===== src/rtl/sbit_pkg.sv =====
package sbit_pkg;
  // number of payload groups needed to cover a word of the given width
  function automatic int groups_for(input int word_w, input int group_w);
    return (word_w + group_w - 1) / group_w;
  endfunction
endpackage


===== src/rtl/sbit_accum.sv =====
module sbit_accum #(
  parameter int WORD_W    = 64,
  parameter int GROUP_W   = 7,
  parameter int MAX_BYTES = 10,
  localparam int CNT_W    = $clog2(MAX_BYTES + 2)
) (
  input  logic              clk,
  input  logic              rst_n,
  input  logic              take,
  input  logic [GROUP_W:0]  byte_in,
  input  logic              last_in,
  output logic              emit,
  output logic [WORD_W-1:0] emit_word,
  output logic              emit_ovf,
  output logic              emit_trunc,
  output logic              emit_last
);
  logic [WORD_W-1:0] acc_q, acc_d, joined;
  logic [CNT_W-1:0]  cnt_q, cnt_d;
  logic              ovf_q, ovf_d;
  logic              stop, lost, too_long, ovf_now;

  always_comb begin
    stop     = byte_in[GROUP_W];
    joined   = {acc_q[WORD_W-GROUP_W-1:0], byte_in[GROUP_W-1:0]};
    lost     = |acc_q[WORD_W-1:WORD_W-GROUP_W];
    too_long = (cnt_q >= CNT_W'(MAX_BYTES));
    ovf_now  = ovf_q | lost | too_long;
    emit       = take & (stop | last_in);
    emit_word  = joined;
    emit_ovf   = ovf_now;
    emit_trunc = last_in & ~stop;
    emit_last  = last_in;
    acc_d = acc_q;
    cnt_d = cnt_q;
    ovf_d = ovf_q;
    if (take) begin
      if (emit) begin
        acc_d = '0;
        cnt_d = '0;
        ovf_d = 1'b0;
      end else begin
        acc_d = joined;
        cnt_d = too_long ? cnt_q : cnt_q + 1'b1;
        ovf_d = ovf_now;
      end
    end
  end

  always_ff @(posedge clk or negedge rst_n) begin
    if (!rst_n) begin
      acc_q <= '0;
      cnt_q <= '0;
      ovf_q <= 1'b0;
    end else if (take) begin
      acc_q <= acc_d;
      cnt_q <= cnt_d;
      ovf_q <= ovf_d;
    end
  end
endmodule


===== src/rtl/sbit_outreg.sv =====
module sbit_outreg #(
  parameter int WORD_W = 64
) (
  input  logic              clk,
  input  logic              rst_n,
  input  logic              load,
  input  logic [WORD_W-1:0] word_in,
  input  logic              ovf_in,
  input  logic              trunc_in,
  input  logic              last_in,
  input  logic              drain,
  output logic              room,
  output logic              valid_q,
  output logic [WORD_W-1:0] word_q,
  output logic              ovf_q,
  output logic              trunc_q,
  output logic              last_q
);
  logic valid_d;

  always_comb begin
    room    = ~valid_q | drain;
    valid_d = valid_q;
    if (load)       valid_d = 1'b1;
    else if (drain) valid_d = 1'b0;
  end

  always_ff @(posedge clk or negedge rst_n) begin
    if (!rst_n) valid_q <= 1'b0;
    else        valid_q <= valid_d;
  end

  always_ff @(posedge clk or negedge rst_n) begin
    if (!rst_n) begin
      word_q  <= '0;
      ovf_q   <= 1'b0;
      trunc_q <= 1'b0;
      last_q  <= 1'b0;
    end else if (load) begin
      word_q  <= word_in;
      ovf_q   <= ovf_in;
      trunc_q <= trunc_in;
      last_q  <= last_in;
    end
  end
endmodule


===== src/rtl/sbit_unpacker.sv =====
module sbit_unpacker #(
  parameter int WORD_W  = 64,
  parameter int GROUP_W = 7
) (
  input  logic              clk,
  input  logic              rst_n,
  input  logic [GROUP_W:0]  in_byte,
  input  logic              in_valid,
  input  logic              in_last,
  output logic              in_ready,
  output logic [WORD_W-1:0] out_word,
  output logic              out_ovf,
  output logic              out_trunc,
  output logic              out_last,
  output logic              out_valid,
  input  logic              out_ready
);
  localparam int MAX_BYTES = sbit_pkg::groups_for(WORD_W, GROUP_W);

  logic              take, emit, e_ovf, e_trunc, e_last, room;
  logic [WORD_W-1:0] e_word;

  assign take     = in_valid & room;
  assign in_ready = room;

  sbit_accum #(.WORD_W(WORD_W), .GROUP_W(GROUP_W), .MAX_BYTES(MAX_BYTES)) u_accum (
    .clk(clk), .rst_n(rst_n), .take(take), .byte_in(in_byte), .last_in(in_last),
    .emit(emit), .emit_word(e_word), .emit_ovf(e_ovf), .emit_trunc(e_trunc),
    .emit_last(e_last)
  );

  sbit_outreg #(.WORD_W(WORD_W)) u_out (
    .clk(clk), .rst_n(rst_n), .load(emit), .word_in(e_word), .ovf_in(e_ovf),
    .trunc_in(e_trunc), .last_in(e_last), .drain(out_ready), .room(room),
    .valid_q(out_valid), .word_q(out_word), .ovf_q(out_ovf), .trunc_q(out_trunc),
    .last_q(out_last)
  );
endmodule


===== config.mk =====
export PLATFORM = sky130hd
export DESIGN_NAME = sbit_unpacker
export DESIGN_NICKNAME = d
export VERILOG_FILES = /design/src/rtl/sbit_pkg.sv /design/src/rtl/sbit_accum.sv /design/src/rtl/sbit_outreg.sv /design/src/rtl/sbit_unpacker.sv
export SDC_FILE = /design/constraint.sdc
export NUM_CORES = 1
export LEC_CHECK = 0
export CORE_MARGIN = 2
export CORE_UTILIZATION = 25
export DETAILED_ROUTE_END_ITERATION = 12
export GPL_TIMING_DRIVEN = 0
export PLACE_DENSITY_LB_ADDON = 0.12
export SETUP_SLACK_MARGIN = 0.4
export SLEW_MARGIN = 0
export SYNTH_ARGS = -nofsm -noshare
export SYNTH_HDL_FRONTEND = slang
export SYNTH_SLANG_ARGS = --single-unit

===== constraint.sdc =====
create_clock -name clk -period 2.1 [get_ports clk]
set_input_delay 0.42 -clock clk [delete_from_list [all_inputs] [get_ports clk]]
set_output_delay 0.42 -clock clk [all_outputs]
set_load 0.1 [all_outputs]

==> run metrics <==
RD Place Congestion just under 0.7; first-pass GRT wire length 18800 um; CP Cell Sequence clkdlybuf4s50_1 -> nand2b_4 -> buf_4; share of cells above drive strength 1 between 40% and 50%; DRT Pass-1 Iters 6; Static Leakage 3.50 nW; fmax ~0.58 GHz; Crit path required time 1680 ps; CTS tree yes; Max VDD drop 0.558 mV; Die Height 149 um; initial core utilization between 20 and 30%; Longest Clk Path Bufs 2; Worst Setup Start Kind input pin; worst-case clock skew between 7 and 8 ps; drt total wl 11700 um; CP peak stage delay 450 ps; clk sinks 137; vias in the first global route 3160; Slew @ Worst Pin 543 ps; end point of the critical path in_ready; Root Buffer clkbuf_16; final hold vios 0; Yosys cell types 25; hold depth 1; synth warn 0; DR iter-0 viols 93; path depth of the worst reg2reg path 7; n_diodes 0; Final Cycle Share 82.2%; Slew HR 63.8%; die width 149 um; final hold slack about 500 ps; setup bufs post-CTS 0; Syn-to-layout area delta 29.4%; drt drc 0; #FFs+latches synth about 140; Row Count 52; Clock Pin Slew Worst Setup and Hold Paths roughly 60 ps; dpl cells 673; syn nets 336; routed via count 2970; Hold Path Class reg -> reg; clk_lat worst skew approximately 420 ps; reg-to-reg slack, setup around 470 ps; WL per Instance 16.6 um; # setup viols final 0; Final HPWL DP 7880 um; Fillers 2004; post-route minimum period roughly 1700 ps; Mapped Cells 321; CP max-delay cell clkdlybuf4s50_1; Synth Cell Area about 5200 sq um; Synth Area per Inst ~16 sq um; power per cell area 995 nW/um^2; Slew Limit Fails 0; crit path kind in -> out; pin count of the biggest net entering global routing 92; port bufs 81; Num CTS Buffers 17; Final TNS setup 0 ps; non-filler cells, final 706; grt total ovfl 0; CP Max Fanout 5; outcome finished, final reports clean; antenna viol nets, final 0; Total GRT Usage a little under an eighth; Core ar. ~20000 sq um; worst r2r src u_out.valid_q; sequential cell area fraction in the yosys report 65.6%; Max Cap Viol 0; CP startpoint out_ready; unrepaired setup endpoints after global routing true; number of H-tree levels 4; I/O pin total ~80; nets@finish 438; Worst Setup End Kind output port; antenna violations before repair 0; Critical Path AT 1310 ps; RR Endpoint u_out.word_q[42]; DIE AREA between 20000 and 25000 sq um; Core Util, Final between 30% and 40%; vias per cell 4.21
## power breakdown
group	switching, W	leakage [nW]	total, W	internal [W]
clock	0.00114	0.291	0.00304	0.00190
combinational	0.000696	1.32	0.000911	0.000214
sequential	0.0000530	1.88	0.00278	0.00272
## area by class of cell
class / instances / area (sq um) / area share [%]
Timing Repair Buffer: 83 / 514 / 7.60
Sequential cell: 137 / 3430 / 50.7
Inverter: 1 / 3.75 / 0.0555
Tap cell: 270 / 338 / 4.99
Buffer: 23 / 218 / 3.22
Clock inverter: 11 / 148 / 2.18
Multi-Input combinational cell: 160 / 1660 / 24.5
Clock buffer: 21 / 450 / 6.66
## per-stage QoR
step / instance area (sq um) / worst slack (ps) / power (W)
final: 6760 / 374 / 0.00673
after global routing: 6760 / 345 / 0.00699
after CTS: 6720 / 233 / 0.00681
after detailed placement: 6440 / -465 / 0.00379
after global placement: 6410 / -5920 / 0.00378
after floorplan: 5260 / 101 / 0.00350
## worst max-delay path: cells and delay by family
| kind | cells | cell delay (ps) |
|---|---|---|
| simple gates | 1 | 140 |
| buf+inv | 2 | 740 |
## worst min path at each step
| stage | start | to |
|---|---|---|
| floorplan | rst_n | u_accum.acc_q[0] |
| global placement | u_out.word_q[23] | u_out.word_q[23] |
| detailed placement | rst_n | u_out.word_q[57] |
| CTS | u_out.word_q[20] | u_out.word_q[20] |
| global route | u_accum.acc_q[58] | u_accum.acc_q[58] |
| finish | u_out.last_q | u_out.last_q |
## Yosys cell counts
cell type	n	share of area, %
and2_4	1	0.17
a21oi_1	4	0.38
nand2_4	1	0.22
or2_2	1	0.12
nand2_1	5	0.36
nor2_1	2	0.14
nand4b_1	1	0.17
dfrtp_1	137	66
nand2b_4	1	0.26
nor4_1	2	0.24
mux2_4	39	11
inv_1	1	0.072
ha_1	2	0.48
mux2_2	26	5.6
buf_8	4	1.1
nand3_1	1	0.096
a41oi_1	1	0.17
buf_1	3	0.22
buf_2	7	0.67
and3_1	1	0.12
o31ai_1	1	0.14
clkbuf_1	7	0.50
buf_6	2	0.43
o21ai_0	5	0.48
a22o_1	66	11
## cells by family (layout without fill, tap and decap cells)
| family | after synthesis | after routing | share of synthesized area, % |
|---|---|---|---|
| flops | 137 | 137 | 65.6 |
| compound gates | 77 | 77 | 12.2 |
| mux | 65 | 65 | 16.8 |
| buf+inv | 24 | 139 | 3.04 |
| simple gates | 16 | 16 | 1.89 |
| fa+ha+maj | 2 | 2 | 0.479 |
## placed cells by master (no fill, tap or decap), types with 2 or more instances in the layout
cell / count
clkbuf_1: 5
ha_1: 2
bufinv_16: 3
buf_6: 5
buf_12: 5
nor4_1: 2
clkbuf_16: 17
o21ai_0: 5
clkbuf_2: 5
clkbuf_4: 4
clkinv_2: 3
buf_2: 67
nor2_1: 2
buf_1: 2
clkinv_4: 4
mux2_4: 39
nand2_1: 4
mux2_2: 26
buf_4: 3
a21oi_1: 4
dfrtp_1: 136
clkdlybuf4s50_1: 11
a22o_1: 66
## layer usage
layer  GRT usage [%]  wire (um)  vias to the layer above  share of wire [%]
met3            4.66        721                        9                6.2
met2            16.1       5240                       69                 45
met4            3.43        136                        0                1.2
met1            15.7       5590                     1488                 48
li1                -          -                     1404                  -
met5               0          0                        -                  0
## sequential cells by signal, summed over array words and instances (netlist names)
| signal | cells |
|---|---|
| u_accum.cnt_q | 4 |
| u_accum.acc_q | 64 |
| u_out.trunc_q | 1 |
| u_out.word_q | 64 |
| u_out.valid_q | 1 |
| u_accum.ovf_q | 1 |
| u_out.last_q | 1 |
| u_out.ovf_q | 1 |
## what timing repair did
| action | 4_1_cts | 5_1_grt |
|---|---|---|
| gates resized for setup | 350 | 13 |
| hold buffers | 1 | 0 |
| pin swaps | 0 | 0 |
| hold endpoints to repair | 46 | 0 |
| setup endpoints to repair | 141 | 54 |
(Power assumes the default switching activity.)
